--- src/rtl/jtag_scan_pkg.sv ---
`timescale 1ns/1ps
package jtag_scan_pkg;

    localparam int IR_W = 4;

    typedef enum logic [3:0] {
        ST_EX2_DR   = 4'h0,
        ST_EX1_DR   = 4'h1,
        ST_SHIFT_DR = 4'h2,
        ST_PAUSE_DR = 4'h3,
        ST_SEL_IR   = 4'h4,
        ST_UPD_DR   = 4'h5,
        ST_CAP_DR   = 4'h6,
        ST_SEL_DR   = 4'h7,
        ST_EX2_IR   = 4'h8,
        ST_EX1_IR   = 4'h9,
        ST_SHIFT_IR = 4'hA,
        ST_PAUSE_IR = 4'hB,
        ST_IDLE     = 4'hC,
        ST_UPD_IR   = 4'hD,
        ST_CAP_IR   = 4'hE,
        ST_RESET    = 4'hF
    } tap_state_e;

    localparam logic [IR_W-1:0] OP_EXTEST  = 4'b0000;
    localparam logic [IR_W-1:0] OP_SAMPLE  = 4'b0001;
    localparam logic [IR_W-1:0] OP_IDCODE  = 4'b0010;
    localparam logic [IR_W-1:0] OP_BYPASS  = 4'b1111;
    localparam logic [IR_W-1:0] IR_CAPTURE = 4'b0001;

    typedef enum logic [1:0] {
        DR_BYPASS,
        DR_IDENT,
        DR_BOUNDARY
    } dr_sel_e;

endpackage

--- src/rtl/jtag_tap_fsm.sv ---
`timescale 1ns/1ps
module jtag_tap_fsm
    import jtag_scan_pkg::*;
(
    input  logic       tck,
    input  logic       trst_n,
    input  logic       tms,
    output tap_state_e state
);

    typedef struct packed {
        tap_state_e st;
    } fsm_t;

    fsm_t fsm_d, fsm_q;

    always_comb begin
        fsm_d = fsm_q;
        unique case (fsm_q.st)
            ST_RESET:    fsm_d.st = tms ? ST_RESET    : ST_IDLE;
            ST_IDLE:     fsm_d.st = tms ? ST_SEL_DR   : ST_IDLE;
            ST_SEL_DR:   fsm_d.st = tms ? ST_SEL_IR   : ST_CAP_DR;
            ST_CAP_DR:   fsm_d.st = tms ? ST_EX1_DR   : ST_SHIFT_DR;
            ST_SHIFT_DR: fsm_d.st = tms ? ST_EX1_DR   : ST_SHIFT_DR;
            ST_EX1_DR:   fsm_d.st = tms ? ST_UPD_DR   : ST_PAUSE_DR;
            ST_PAUSE_DR: fsm_d.st = tms ? ST_EX2_DR   : ST_PAUSE_DR;
            ST_EX2_DR:   fsm_d.st = tms ? ST_UPD_DR   : ST_SHIFT_DR;
            ST_UPD_DR:   fsm_d.st = tms ? ST_SEL_DR   : ST_IDLE;
            ST_SEL_IR:   fsm_d.st = tms ? ST_RESET    : ST_CAP_IR;
            ST_CAP_IR:   fsm_d.st = tms ? ST_EX1_IR   : ST_SHIFT_IR;
            ST_SHIFT_IR: fsm_d.st = tms ? ST_EX1_IR   : ST_SHIFT_IR;
            ST_EX1_IR:   fsm_d.st = tms ? ST_UPD_IR   : ST_PAUSE_IR;
            ST_PAUSE_IR: fsm_d.st = tms ? ST_EX2_IR   : ST_PAUSE_IR;
            ST_EX2_IR:   fsm_d.st = tms ? ST_UPD_IR   : ST_SHIFT_IR;
            ST_UPD_IR:   fsm_d.st = tms ? ST_SEL_DR   : ST_IDLE;
            default:     fsm_d.st = ST_RESET;
        endcase
    end

    always_ff @(posedge tck or negedge trst_n) begin
        if (!trst_n) fsm_q <= '{st: ST_RESET};
        else         fsm_q <= fsm_d;
    end

    assign state = fsm_q.st;

endmodule

--- src/rtl/jtag_instr_reg.sv ---
`timescale 1ns/1ps
module jtag_instr_reg
    import jtag_scan_pkg::*;
(
    input  logic            tck,
    input  logic            trst_n,
    input  tap_state_e      state,
    input  logic            tdi,
    output logic            ir_lsb,
    output logic [IR_W-1:0] instr
);

    typedef struct packed {
        logic [IR_W-1:0] sr;
    } shift_t;

    typedef struct packed {
        logic [IR_W-1:0] op;
    } hold_t;

    shift_t sh_d, sh_q;
    hold_t  hd_d, hd_q;

    always_comb begin
        sh_d = sh_q;
        hd_d = hd_q;
        if (state == ST_CAP_IR)   sh_d.sr = IR_CAPTURE;
        if (state == ST_SHIFT_IR) sh_d.sr = {tdi, sh_q.sr[IR_W-1:1]};
        if (state == ST_RESET)    hd_d.op = OP_IDCODE;
        if (state == ST_UPD_IR)   hd_d.op = sh_q.sr;
    end

    always_ff @(posedge tck or negedge trst_n) begin
        if (!trst_n) sh_q <= '{sr: IR_CAPTURE};
        else         sh_q <= sh_d;
    end

    always_ff @(negedge tck or negedge trst_n) begin
        if (!trst_n) hd_q <= '{op: OP_IDCODE};
        else         hd_q <= hd_d;
    end

    assign ir_lsb = sh_q.sr[0];
    assign instr  = hd_q.op;

endmodule

--- src/rtl/jtag_boundary_chain.sv ---
`timescale 1ns/1ps
module jtag_boundary_chain
    import jtag_scan_pkg::*;
#(
    parameter int NUM_IO = 4
) (
    input  logic              tck,
    input  logic              trst_n,
    input  tap_state_e        state,
    input  logic              tdi,
    input  logic              selected,
    input  logic              io_en,
    input  logic [NUM_IO-1:0] core_out,
    input  logic [NUM_IO-1:0] core_oe,
    input  logic [NUM_IO-1:0] pad_in,
    output logic              chain_lsb,
    output logic [NUM_IO-1:0] upd_out,
    output logic [NUM_IO-1:0] upd_oe
);

    localparam int CELLS_PER_IO = 3;
    localparam int CHAIN_W      = CELLS_PER_IO * NUM_IO;

    typedef struct packed {
        logic [CHAIN_W-1:0] sr;
    } shift_t;

    typedef struct packed {
        logic [NUM_IO-1:0] dout;
        logic [NUM_IO-1:0] doe;
    } hold_t;

    logic [CHAIN_W-1:0] cap_vec;
    logic [NUM_IO-1:0]  sr_out_cells;
    logic [NUM_IO-1:0]  sr_oe_cells;

    shift_t sh_d, sh_q;
    hold_t  hd_d, hd_q;

    for (genvar i = 0; i < NUM_IO; i++) begin : g_cell
        assign cap_vec[CELLS_PER_IO*i]     = pad_in[i] & io_en;
        assign cap_vec[CELLS_PER_IO*i + 1] = core_out[i];
        assign cap_vec[CELLS_PER_IO*i + 2] = core_oe[i];
        assign sr_out_cells[i]             = sh_q.sr[CELLS_PER_IO*i + 1];
        assign sr_oe_cells[i]              = sh_q.sr[CELLS_PER_IO*i + 2];
    end

    always_comb begin
        sh_d = sh_q;
        hd_d = hd_q;
        if (selected) begin
            if (state == ST_CAP_DR)   sh_d.sr = cap_vec;
            if (state == ST_SHIFT_DR) sh_d.sr = {tdi, sh_q.sr[CHAIN_W-1:1]};
            if (state == ST_UPD_DR) begin
                hd_d.dout = sr_out_cells;
                hd_d.doe  = sr_oe_cells;
            end
        end
    end

    always_ff @(posedge tck or negedge trst_n) begin
        if (!trst_n) sh_q <= '0;
        else         sh_q <= sh_d;
    end

    always_ff @(negedge tck or negedge trst_n) begin
        if (!trst_n) hd_q <= '0;
        else         hd_q <= hd_d;
    end

    assign chain_lsb = sh_q.sr[0];
    assign upd_out   = hd_q.dout;
    assign upd_oe    = hd_q.doe;

endmodule

--- src/rtl/jtag_scan_top.sv ---
`timescale 1ns/1ps
module jtag_scan_top
    import jtag_scan_pkg::*;
#(
    parameter int          NUM_IO     = 4,
    parameter logic [3:0]  ID_VERSION = 4'h3,
    parameter logic [15:0] ID_PART    = 16'hA5C1,
    parameter logic [10:0] ID_MFR     = 11'h1B7
) (
    input  logic              tck,
    input  logic              trst_n,
    input  logic              tms,
    input  logic              tdi,
    output logic              tdo,
    output logic              tdo_oe,
    input  logic              programmed,
    input  logic [NUM_IO-1:0] core_out,
    input  logic [NUM_IO-1:0] core_oe,
    output logic [NUM_IO-1:0] core_in,
    input  logic [NUM_IO-1:0] pad_in,
    output logic [NUM_IO-1:0] pad_out,
    output logic [NUM_IO-1:0] pad_oe
);

    localparam int          ID_W     = 32;
    localparam logic [31:0] ID_VALUE = {ID_VERSION, ID_PART, ID_MFR, 1'b1};

    typedef struct packed {
        logic [ID_W-1:0] ident;
        logic            byp;
    } dreg_t;

    typedef struct packed {
        logic tdo;
        logic oe;
    } out_t;

    tap_state_e        tap_state;
    logic [IR_W-1:0]   instr;
    logic              ir_lsb;
    logic              chain_lsb;
    logic [NUM_IO-1:0] upd_out;
    logic [NUM_IO-1:0] upd_oe;
    dr_sel_e           dr_sel;
    logic              extest;
    logic              in_shift;
    logic              dr_bit;

    dreg_t dr_d, dr_q;
    out_t  ot_d, ot_q;

    jtag_tap_fsm i_fsm (
        .tck    (tck),
        .trst_n (trst_n),
        .tms    (tms),
        .state  (tap_state)
    );

    jtag_instr_reg i_ir (
        .tck    (tck),
        .trst_n (trst_n),
        .state  (tap_state),
        .tdi    (tdi),
        .ir_lsb (ir_lsb),
        .instr  (instr)
    );

    always_comb begin
        unique case (instr)
            OP_EXTEST, OP_SAMPLE: dr_sel = DR_BOUNDARY;
            OP_IDCODE:            dr_sel = DR_IDENT;
            default:              dr_sel = DR_BYPASS;
        endcase
    end

    assign extest = (instr == OP_EXTEST);

    jtag_boundary_chain #(.NUM_IO(NUM_IO)) i_bsr (
        .tck       (tck),
        .trst_n    (trst_n),
        .state     (tap_state),
        .tdi       (tdi),
        .selected  (dr_sel == DR_BOUNDARY),
        .io_en     (programmed),
        .core_out  (core_out),
        .core_oe   (core_oe),
        .pad_in    (pad_in),
        .chain_lsb (chain_lsb),
        .upd_out   (upd_out),
        .upd_oe    (upd_oe)
    );

    // identification and bypass stages, rising edge
    always_comb begin
        dr_d = dr_q;
        if (tap_state == ST_CAP_DR) begin
            if (dr_sel == DR_IDENT)  dr_d.ident = ID_VALUE;
            if (dr_sel == DR_BYPASS) dr_d.byp   = 1'b0;
        end
        if (tap_state == ST_SHIFT_DR) begin
            if (dr_sel == DR_IDENT)  dr_d.ident = {tdi, dr_q.ident[ID_W-1:1]};
            if (dr_sel == DR_BYPASS) dr_d.byp   = tdi;
        end
    end

    always_ff @(posedge tck or negedge trst_n) begin
        if (!trst_n) dr_q <= '{ident: ID_VALUE, byp: 1'b0};
        else         dr_q <= dr_d;
    end

    // serial output stage, falling edge
    always_comb begin
        unique case (dr_sel)
            DR_BOUNDARY: dr_bit = chain_lsb;
            DR_IDENT:    dr_bit = dr_q.ident[0];
            default:     dr_bit = dr_q.byp;
        endcase
        in_shift = (tap_state == ST_SHIFT_DR) || (tap_state == ST_SHIFT_IR);
        ot_d.oe  = in_shift;
        ot_d.tdo = (tap_state == ST_SHIFT_IR) ? ir_lsb : dr_bit;
    end

    always_ff @(negedge tck or negedge trst_n) begin
        if (!trst_n) ot_q <= '0;
        else         ot_q <= ot_d;
    end

    assign tdo     = ot_q.tdo;
    assign tdo_oe  = ot_q.oe;

    // pad multiplexing under the global enable
    assign pad_out = extest ? upd_out : core_out;
    assign pad_oe  = {NUM_IO{programmed}} & (extest ? upd_oe : core_oe);
    assign core_in = {NUM_IO{programmed}} & pad_in;

endmodule

--- config.mk ---
export PLATFORM = sky130hd
export DESIGN_NAME = jtag_scan_top
export DESIGN_NICKNAME = d
export VERILOG_FILES = /design/src/rtl/jtag_scan_pkg.sv /design/src/rtl/jtag_tap_fsm.sv /design/src/rtl/jtag_instr_reg.sv /design/src/rtl/jtag_boundary_chain.sv /design/src/rtl/jtag_scan_top.sv
export SDC_FILE = /design/constraint.sdc
export NUM_CORES = 1
export LEC_CHECK = 0
export BUFFER_PORTS_ARGS = -buffer_cell sky130_fd_sc_hd__buf_2
export CORE_MARGIN = 5
export CORE_UTILIZATION = 45
export CTS_BUF_LIST = sky130_fd_sc_hd__clkbuf_4 sky130_fd_sc_hd__clkbuf_8
export DETAILED_ROUTE_END_ITERATION = 12
export PLACE_DENSITY = 0.63
export SYNTH_ARGS = -nofsm -noshare
export SYNTH_HDL_FRONTEND = slang
export SYNTH_HIERARCHICAL = 1
export SYNTH_SLANG_ARGS = --single-unit
--- constraint.sdc ---
create_clock -name tck -period 2.04 [get_ports tck]
set_clock_uncertainty 0.1 [all_clocks]
set_input_delay 0.102 -clock tck [delete_from_list [all_inputs] [get_ports tck]]
set_output_delay 0.102 -clock tck [all_outputs]
set_load 0.005 [all_outputs]
* After elaboration in Yosys (flattened, before gate mapping)
Index checks and enable logic that the tools add are counted.
** Word-level totals
- Word-level logic and storage cells :: 78
- Bits in registers :: 67
- Output and inout bits :: 14
- Input port bits :: 17
** Operators by class
- Reduce and logical (&&, ||, !) cells :: 13
- Muxes and demuxes :: 30
- Equality and inequality tests :: 19
- Bitwise logic cells :: 6
** Operators with widths (count)
- $mux 33 :: 2
- $mux 32 :: 2
- $pmux 4 s12 :: 1
- $eq 4x4->1 const B :: 8
- $mux 4 :: 7
- $mux 12 :: 2
- $eq 4x3->1 const B :: 4
- $eq 4x2->1 const B :: 3
- $mux 2 :: 6
- $mux 3 :: 4
- $and 4x4->4 :: 2
- $eq 4x1->1 const B :: 2
- $logic_not 4->1 :: 2
- $reduce_bool 2->1 :: 3
- $reduce_or 2->1 :: 3
- $and 1x1->1 :: 4
- $mux 1 :: 4
- $pmux 2 s2 :: 1
- $reduce_and 2->1 :: 2
- $reduce_or 3->1 :: 1
- $eq 2x1->1 const B :: 1
- $eq 2x2->1 const B :: 1
- $logic_not 2->1 :: 1
- $pmux 1 s2 :: 1
- $logic_or 1x1->1 :: 1

* Longest topological paths before layout
Gate-level depths: netlist of the first run.
- Word-level depth :: 8
- Mapped depth :: 5
- Depth with buffers taken out :: 4

* Modules after synthesis
The synthesis of the first run kept the hierarchy.
** By module, submodules not included
- jtag_scan_top :: cells an instance 154, seq. area each 897.1 um^2, area an instance 1790.5 um^2, times used 1
- jtag_boundary_chain :: cells an instance 78, seq. area each 500.5 um^2, area an instance 884.6 um^2, times used 1
- jtag_instr_reg :: cells an instance 30, seq. area each 202.7 um^2, area an instance 384.1 um^2, times used 1
- jtag_tap_fsm :: cells an instance 19, seq. area each 105.1 um^2, area an instance 197.7 um^2, times used 1

==> impl_metrics.ini, run 1 <==
[outcome]
run_status = finished, violations left
violations = negative setup slack

[setup_path]
critPathCaptureType = primary output
timing.critical_path.slowest_cell_delay_ps = 390
critical_path.max_fanout = 8
crit-reg2reg-capture = i_bsr/upd_out[0]
timing.critical_path.cells = nor4_4, buf_12, mux2_4, buf_6
timing.reg2reg.worst_path_depth = 4
crit_path_top_delay_cell = dfrtn_1
critical_path_class = reg2out
r2r_slack_ps = -600
timing.critical_path.required_ps = 1840
cp-start-kind = flop
crit-reg2reg-launch = i_fsm/state[2]
cp.arrival_ps = 2700

[synthesis]
post_synth_cell_types = 43
synth.area.top_cells = dfrtp_1 24%, dfstp_2 19%, dfrtn_1 10%
postSynthRegisterBits = 67
share_of_the_synthesized_area_in_the_top_cell_type_pct = 23.8
synth_area_leader_cell = dfrtp_1
ys_async_sr_fraction_pct = 100
synth-edff-count = 0
yosys.cell_count.top_type = nor2_1
postSynthNetCount = 298
yosys_most_used_dff = dfrtp_1
syn-cell-area_um2 = 3260
synth.cells.most_frequent = 33 x nor2_1, 31 x dfrtp_1, 23 x dfstp_2
seq_area_frac_synth_pct = 52.4
number_of_standard_cells_after_synthesis = 281
synth_warnings = 6
postSynthAreaPerCell_um2 = 11.6

[finish]
design.final.nets = 398
stdcell_area_um2 = 4640
layout.filler_cells = 553
num_antenna_cells = 0
utilization_pct = 65.1
areaGrowthSynthToFinish_pct = 42.6
final-seq-area_um2 = 1710
stdcell_count = 485
multiInputGateArea_um2 = 1620
post_route_cells_drive_above_1_share_pct = 49.0

[sta]
maxSlewHeadroom_pct = 65.0
rsz_0062_raised_after_global_routing = yes
postLayoutSetupSlackWorst_ps = -866
worst-slew-pin-transition_ps = 523
final-setup-viol-count = 67
hold_viol_final = 0
sum_neg_setup_slack_ps = -37140
report.final.slew_viol_count = 0

[routing]
drt-pass1-iter-count = 4
drc_errors = 0
wl_per_cell_um = 15.8
vias = 2419
route.final.wire_length_um = 7690
drt-vias-per-instance = 4.99
postRouteAntennaNets = 0
detailedRoute.firstIterationViolations = 36

[clock_network]
clkTransAtPathRegs_ps = 80
tritoncts.num_buffers = 9
clk_latency_ps = 380
clockRootBuffer = clkbuf_8
cts.sink_count = 67
cts.htree.levels = 3
ctsLongestPathBuffers = 2
clock_tree_from_tritoncts = yes

[hold_path]
hold_path_end = i_bsr/sh_q[3]
hold_class = in2reg
hold_start = pad_in[1]
hold-path-cell-count = 3

[die]
io_pins = 31
fp.dieW_um = 95.1
row_count = 31
die-height_um = 95.1
die-area_um2 = 9040
floorplan.initialDensity_pct = 45.6
placeableCoreArea_um2 = 7140

[grt]
grt.met3_usage_pct = 4.18
met1_usage_grt_pct = 23.8
global_route.usage.total_pct = 18.5
grt_antenna_before_repair = 0
globalRoute.busiestLayer = met2
grt_max_degree = 34
total_global_routing_overflow = 0
grt_util_met2_pct = 30.7
grt_first_pass_wirelength_um = 12800
first_global_vias = 2623

[power]
irDropWorstVdd_mv = 1.03
power_leakage_nw = 2.31
p_per_area_nw_per_um2 = 1450

[placed_design]
placed_inst_area_um2 = 3810
port_buffer_cells = 30
gp_routability_congestion = 0.783
dp_hpwl_um = 4360
placed_cells_incl_taps = 432

[flow_run]
max_cap_viol_count = 0
[cell usage in the layout (no fill, tap or decap), types with 2 or more instances in the layout]
cell	netlist	routed
nor2_1	33	33
mux2_4	16	32
dfrtp_1	31	31
buf_4	0	29
buf_2	5	26
mux2i_1	22	22
dfstp_2	23	22
inv_1	20	20
buf_6	3	19
nor2b_1	18	18
dfrtn_1	13	13
dlygate4sd3_1	0	12
clkbuf_8	0	9
o21ai_1	8	8
o22ai_1	8	8
nand2_2	0	7
nand2_1	15	6
buf_8	0	5
and2_1	4	4
clkinv_2	0	4
buf_16	0	4
a21oi_1	5	4
buf_12	0	4
o31ai_2	0	3
nor3_4	0	2
nand3b_1	2	2
mux2_2	18	2
clkinv_4	0	2
nand2_4	0	2
o21ai_0	3	2
[worst max-delay path, delay by kind of cell (launching register included)]
family	cells	cell delay, ps
mux	1	310
flops	1	390
simple gates	1	350
buf+inv	2	300
[worst max-delay path by stage]
stage	depth (start not counted)	from	end	slack, ps
floorplan	3	i_fsm/state[2]	i_bsr/upd_oe[0]	-650
global placement	3	i_fsm/state[2]	i_bsr/upd_oe[1]	-570
detailed placement	3	i_fsm/state[2]	i_bsr/upd_oe[0]	-600
CTS	4	i_ir/instr[3]	pad_out[3]	-860
global route	5	i_ir/instr[3]	pad_oe[0]	-910
finish	4	i_ir/instr[3]	pad_out[3]	-870
[metrics by stage]
stage | setup slack [ps] | hold WS [ps] | total power [mW]
floorplan | -651 | -294 | 4.09
global placement | -571 | -78.1 | 4.85
detailed placement | -599 | -84.0 | 4.91
CTS | -861 | 1.10 | 6.60
global route | -908 | 16.1 | 7.16
finish | -866 | 8.11 | 6.73
[layout make-up]
type / instances / area share [%]
Inverter: 19 / 1.54
Timing Repair Buffer: 99 / 20.4
Multi-Input combinational cell: 184 / 34.9
Clock inverter: 8 / 1.05
Sequential cell: 67 / 36.8
Clock buffer: 9 / 2.67
Tap cell: 99 / 2.67
[cell families (layout without fill, tap and decap cells)]
group                  after synthesis  count (layout)  synth area share [%]
flip-flops                          67              67                  52.4
AO/OA/AOI/OAI                       36              36                  6.80
buffers and inverters               30             135                  4.34
AND/OR/NAND/NOR                     92              92                  16.1
multiplexers                        56              56                  20.4
[what timing repair did]
item,CTS,global route
hold endpoints to repair,44,0
setup endpoints to repair,69,69
setup buffers,19,8
hold buffers,12,0
gates cloned,4,0
gates resized for setup,56,14
pin swaps,5,6
[routing by layer]
metal  vias up  part of all wire [%]  wire (um)
li1       1167                     -          -
met1      1202                    44       3400
met2        42                    52       3960
met3         8                   3.0        234
met4         0                   1.2         92
met5         -                     0          0
[where the power goes]
group	switching, mW	internal [mW]
Sequential	0.419	2.09
Clock	0.539	0.438
Combinational	1.38	1.86
(Power assumes the default switching activity.)
==> run 2: changes to the inputs <==
--- a/config.mk
+++ b/config.mk
@@ -10,7 +10,7 @@
 export CORE_UTILIZATION = 45
 export CTS_BUF_LIST = sky130_fd_sc_hd__clkbuf_4 sky130_fd_sc_hd__clkbuf_8
 export DETAILED_ROUTE_END_ITERATION = 12
-export PLACE_DENSITY = 0.63
+export PLACE_DENSITY = 0.66
 export SYNTH_ARGS = -nofsm -noshare
 export SYNTH_HDL_FRONTEND = slang
 export SYNTH_HIERARCHICAL = 1
==> constraint.sdc (replaced) <==
create_clock -name tck -period 2.45 [get_ports tck]
set_clock_uncertainty 0.1 [all_clocks]
set_input_delay 0.1225 -clock tck [delete_from_list [all_inputs] [get_ports tck]]
set_output_delay 0.1225 -clock tck [all_outputs]
set_load 0.005 [all_outputs]
==> run 2 against run 1 <==
The run still ends with negative setup slack left. Sequential cell count did not move. Register-to-register slack improved by 160 ps. Worst hold slack improved by 68 ps. Clock power fell by 19%. Sequential share of layout area barely moved. Routed wire length fell by 2.3%. Largest cell class unchanged. Largest power group unchanged. Highest routed layer unchanged.
==> impl_metrics.ini, run 2 (same netlist as run 1, synthesis figures left out) <==
[finish]
post_route_cells_drive_above_1_share_pct = 50.5
leading_cell_types_in_the_layout_fill_and_taps_excluded = 33 x nor2_1, 33 x buf_4, 32 x mux2_4
num_antenna_cells = 0
layout.filler_cells = 530
design.final.nets = 392
areaGrowthSynthToFinish_pct = 42.6

[grt]
first_global_vias = 2565
global_route.usage.total_pct = 18.3
total_global_routing_overflow = 0
grt_antenna_before_repair = 0
grt_max_degree = 26
grt_first_pass_wirelength_um = 12500

[sta]
hold_viol_final = 0
sum_neg_setup_slack_ps = -25540
worst-slew-pin-transition_ps = 626
maxSlewHeadroom_pct = 58.1
rsz_0062_raised_after_global_routing = yes
report.final.slew_viol_count = 0
fin_hold_ws_ps = 76.3
postLayoutSetupSlackWorst_ps = -672
final-setup-viol-count = 67

[power]
power_mw = 5.72
power_leakage_nw = 2.29
p_per_area_nw_per_um2 = 1230
irDropWorstVdd_mv = 0.732

[setup_path]
cp-start-kind = flop
critPathCaptureType = primary output
critical_path_class = reg2out
cp.arrival_ps = 2900
critical_path.max_fanout = 4
timing.critical_path.required_ps = 2230

[routing]
route.final.wire_length_um = 7510
drc_errors = 0
drt-pass1-iter-count = 4
vias = 2411
wl_per_cell_um = 15.7
postRouteAntennaNets = 0
detailedRoute.firstIterationViolations = 56
drt-vias-per-instance = 5.03

[die]
row_count = 31
die-height_um = 95.1
die-area_um2 = 9040
placeableCoreArea_um2 = 7140
floorplan.initialDensity_pct = 45.6
fp.dieW_um = 95.1
io_pins = 31

[clock_network]
clk_latency_ps = 380
cts.sink_count = 67
clock_tree_from_tritoncts = yes
clkTransAtPathRegs_ps = 60
ctsLongestPathBuffers = 2
cts.htree.levels = 3
tritoncts.num_buffers = 9
clockRootBuffer = clkbuf_8

[flow_run]
max_cap_viol_count = 0

[placed_design]
gp_routability_congestion = 0.768
port_buffer_cells = 30
dp_hpwl_um = 4280

[outcome]
run_status = finished, violations left
violations = negative setup slack

[hold_path]
hold_class = in2async
## run 2: timing repair
item	4_1_cts	5_1_grt
hold buffers	11	0
hold endpoints to repair	46	0
gates resized for setup	30	48
endpoints found under the setup margin	65	67
gates cloned	3	1
setup buffers	17	8
pin swaps	7	12
## run 2: worst paths after layout
| path | startpoint | to | slack [ps] | depth (start not counted) |
|---|---|---|---|---|
| setup reg to reg | i_ir/instr[2] | flop | -440 | 5 |
| max in group asynchronous | trst_n | i_ir/instr[1] | 540 | 3 |
| setup / recovery | i_ir/instr[3] | pad_out[0] | -670 | 4 |
| hold reg to reg | flop | flop | 370 | 2 |
| min in group tck | pad_in[0] | i_bsr/sh_q[0] | 80 | 3 |
| hold / removal | trst_n | async pin | 80 | 2 |
## run 2: critical path: stages (launching register included)
cell and delay (ps):
dfrtn_1 370, nor4_4 330, buf_4 210, mux2_4 310, buf_6 120
## run 2: report_power, final
group	internal (mW)	total, mW	switching, mW
Sequential	1.74	2.14	0.395
Clock	0.370	0.793	0.423
Combinational	1.64	2.78	1.15
## run 2: area by class of cell
| class | count | area (um2) | area share (%) |
|---|---|---|---|
| clock buffer | 10 | 131 | 2.83 |
| clock inverter | 7 | 36.3 | 0.781 |
| inverter | 19 | 71.3 | 1.54 |
| multi-input combinational | 184 | 1700 | 36.5 |
| sequential | 67 | 1710 | 36.8 |
| tap | 99 | 124 | 2.67 |
| timing repair buffer | 93 | 876 | 18.9 |
## run 2: routing by layer
layer	part of all wire (%)	wire [um]	vias to the layer above	global-route usage (%)
li1	-	-	1149	-
met5	0	0	-	0
met2	51	3790	49	29.9
met1	44	3340	1206	23.1
met4	1.0	76	0	6.85
met3	4.0	303	7	5.21
## run 2: per-stage QoR
stage | instance area [um2] | utilization [%] | setup WS (ps) | cells
5_1_grt | 4650 | 65.1 | -740 | 479
3_5_place_dp | 3750 | 52.6 | -384 | 426
4_1_cts | 4410 | 61.8 | -659 | 473
6_report | 4650 | 65.1 | -672 | 479
3_3_place_gp | 3750 | 52.6 | -369 | 426
2_1_floorplan | 3320 | - | -446 | 281
==> run 3: changes to the inputs <==
==> constraint.sdc (replaced) <==
create_clock -name tck -period 2.45 [get_ports tck]
set_clock_uncertainty 0.1 [all_clocks]
set_input_delay 0.49 -clock tck [delete_from_list [all_inputs] [get_ports tck]]
set_output_delay 0.49 -clock tck [all_outputs]
set_load 0.005 [all_outputs]
==> run 3 against run 2 <==
The run still ends with negative setup slack left. Combinational power is 7% higher. Power grew 2.8%. Cell count grew 0.84%. Sequential cell count stayed put. Sequential share of layout area decreased by 0.13 points. Non-clock buffer count is 4 higher. Sequential power down 2%. Cell area up 0.35%. Worst hold slack gained 230 ps.
==> impl_metrics.ini, run 3 (same netlist as run 1, synthesis figures left out) <==
[routing]
wl_per_cell_um = 15.9
drt-vias-per-instance = 5.05
drc_errors = 0
route.final.wire_length_um = 7690
vias = 2437
postRouteAntennaNets = 0
drt-pass1-iter-count = 4
detailedRoute.firstIterationViolations = 59

[placed_design]
port_buffer_cells = 30
placed_inst_area_um2 = 3790
dp_hpwl_um = 4580
gp_routability_congestion = 0.789

[die]
row_count = 31
floorplan.initialDensity_pct = 45.6
fp.dieW_um = 95.1
placeableCoreArea_um2 = 7140
die-area_um2 = 9040
io_pins = 31
die-height_um = 95.1

[grt]
grt_antenna_before_repair = 0
total_global_routing_overflow = 0
grt_max_degree = 25
grt_first_pass_wirelength_um = 13300
first_global_vias = 2691
global_route.usage.total_pct = 19.3

[finish]
leading_cell_types_in_the_layout_fill_and_taps_excluded = 33 x nor2_1, 32 x mux2_4, 31 x dfrtp_1, 31 x buf_4, 26 x buf_2
num_antenna_cells = 0
areaGrowthSynthToFinish_pct = 43.1
post_route_cells_drive_above_1_share_pct = 50.0
stdcell_area_um2 = 4660
design.final.nets = 396
layout.cells.most_common = nor2_1

[power]
irDropWorstVdd_mv = 0.580
p_per_area_nw_per_um2 = 1260
power_leakage_nw = 2.33
power_mw = 5.88

[sta]
worst-slew-pin-transition_ps = 505
rsz_0062_raised_after_global_routing = yes
postLayoutSetupSlackWorst_ps = -1020
final-setup-viol-count = 68
hold_viol_final = 0
report.final.slew_viol_count = 0
sum_neg_setup_slack_ps = -30810
maxSlewHeadroom_pct = 66.2

[clock_network]
tritoncts.num_buffers = 9
clkTransAtPathRegs_ps = 70
clk_latency_ps = 370
cts.sink_count = 67
cts.htree.levels = 3
ctsLongestPathBuffers = 2
clockRootBuffer = clkbuf_8
clock_tree_from_tritoncts = yes

[outcome]
run_status = finished, violations left
violations = negative setup slack

[setup_path]
cp.arrival_ps = 2880
critPathCaptureType = primary output
critical_path.max_fanout = 8
cp-start-kind = flop
critical_path_class = reg2out
timing.reg2reg.worst_path_depth = 6
timing.critical_path.required_ps = 1860

[hold_path]
hold_class = in2reg
hold-path-cell-count = 2

[flow_run]
max_cap_viol_count = 0
-- run 3: changes by cell type in the layout (fill, tap and decap cells not counted), sizes merged --
| cell | before | now |
|---|---|---|
| clkbuf | 12 | 11 |
| bufbuf | 1 | 2 |
| buf | 79 | 94 |
| dlygate4sd3 | 11 | 1 |
| clkinvlp | 2 | 1 |
-- run 3: worst max-delay path: stages, from the launching register on --
cell and delay (ps):
dfrtn_1 380, nor4_4 340, buf_12 180, mux2_4 310, buf_6 120
-- run 3: per-stage QoR --
step / util (%) / setup WS [ps] / hold slack (ps) / std cells
3_5_place_dp: 53.2 / -691 / 296 / 430
2_1_floorplan: - / -667 / 94.4 / 281
3_3_place_gp: 53.2 / -661 / 294 / 430
4_1_cts: 64.1 / -1030 / 285 / 478
5_1_grt: 65.3 / -1080 / 296 / 483
6_report: 65.3 / -1020 / 302 / 483
-- run 3: metal layers --
metal	routed length [um]	GRT usage, %	vias up
met2	4010	32.9	49
li1	-	-	1157
met1	3310	23.5	1218
met3	259	5.60	13
met4	121	5.89	0
met5	0	0	-
-- run 3: path summary, 6_finish.rpt --
kind	start	to	slack (ps)
setup / recovery	i_ir/instr[3]	pad_out[2]	-1020
max in group asynchronous	trst_n	i_bsr/upd_out[2]	200
hold / removal	tms	i_fsm/state[1]	300
min in group asynchronous	trst_n	async pin	480
setup reg to reg	i_ir/instr[2]	flop	-490
hold reg to reg	i_bsr/upd_oe[2]	i_bsr/upd_oe[2]	370
-- run 3: area by class of cell --
| class | count | area (um2) |
|---|---|---|
| sequential | 67 | 1710 |
| timing repair buffer | 97 | 977 |
| fill | 541 | 2470 |
| multi-input combinational | 184 | 1610 |
| clock buffer | 11 | 139 |
| inverter | 19 | 71.3 |
| tap | 99 | 124 |
| clock inverter | 6 | 35.0 |
-- run 3: timing repair --
item	in CTS	in global routing
hold endpoints to repair	2	0
endpoints found under the setup margin	69	69
hold buffers	1	0
gates cloned	7	0
setup buffers	25	8
pin swaps	16	3
gates resized for setup	65	12
-- run 3: report_power, final --
group	internal [mW]	switching (mW)
Clock	0.389	0.432
Sequential	1.75	0.343
Combinational	1.77	1.20
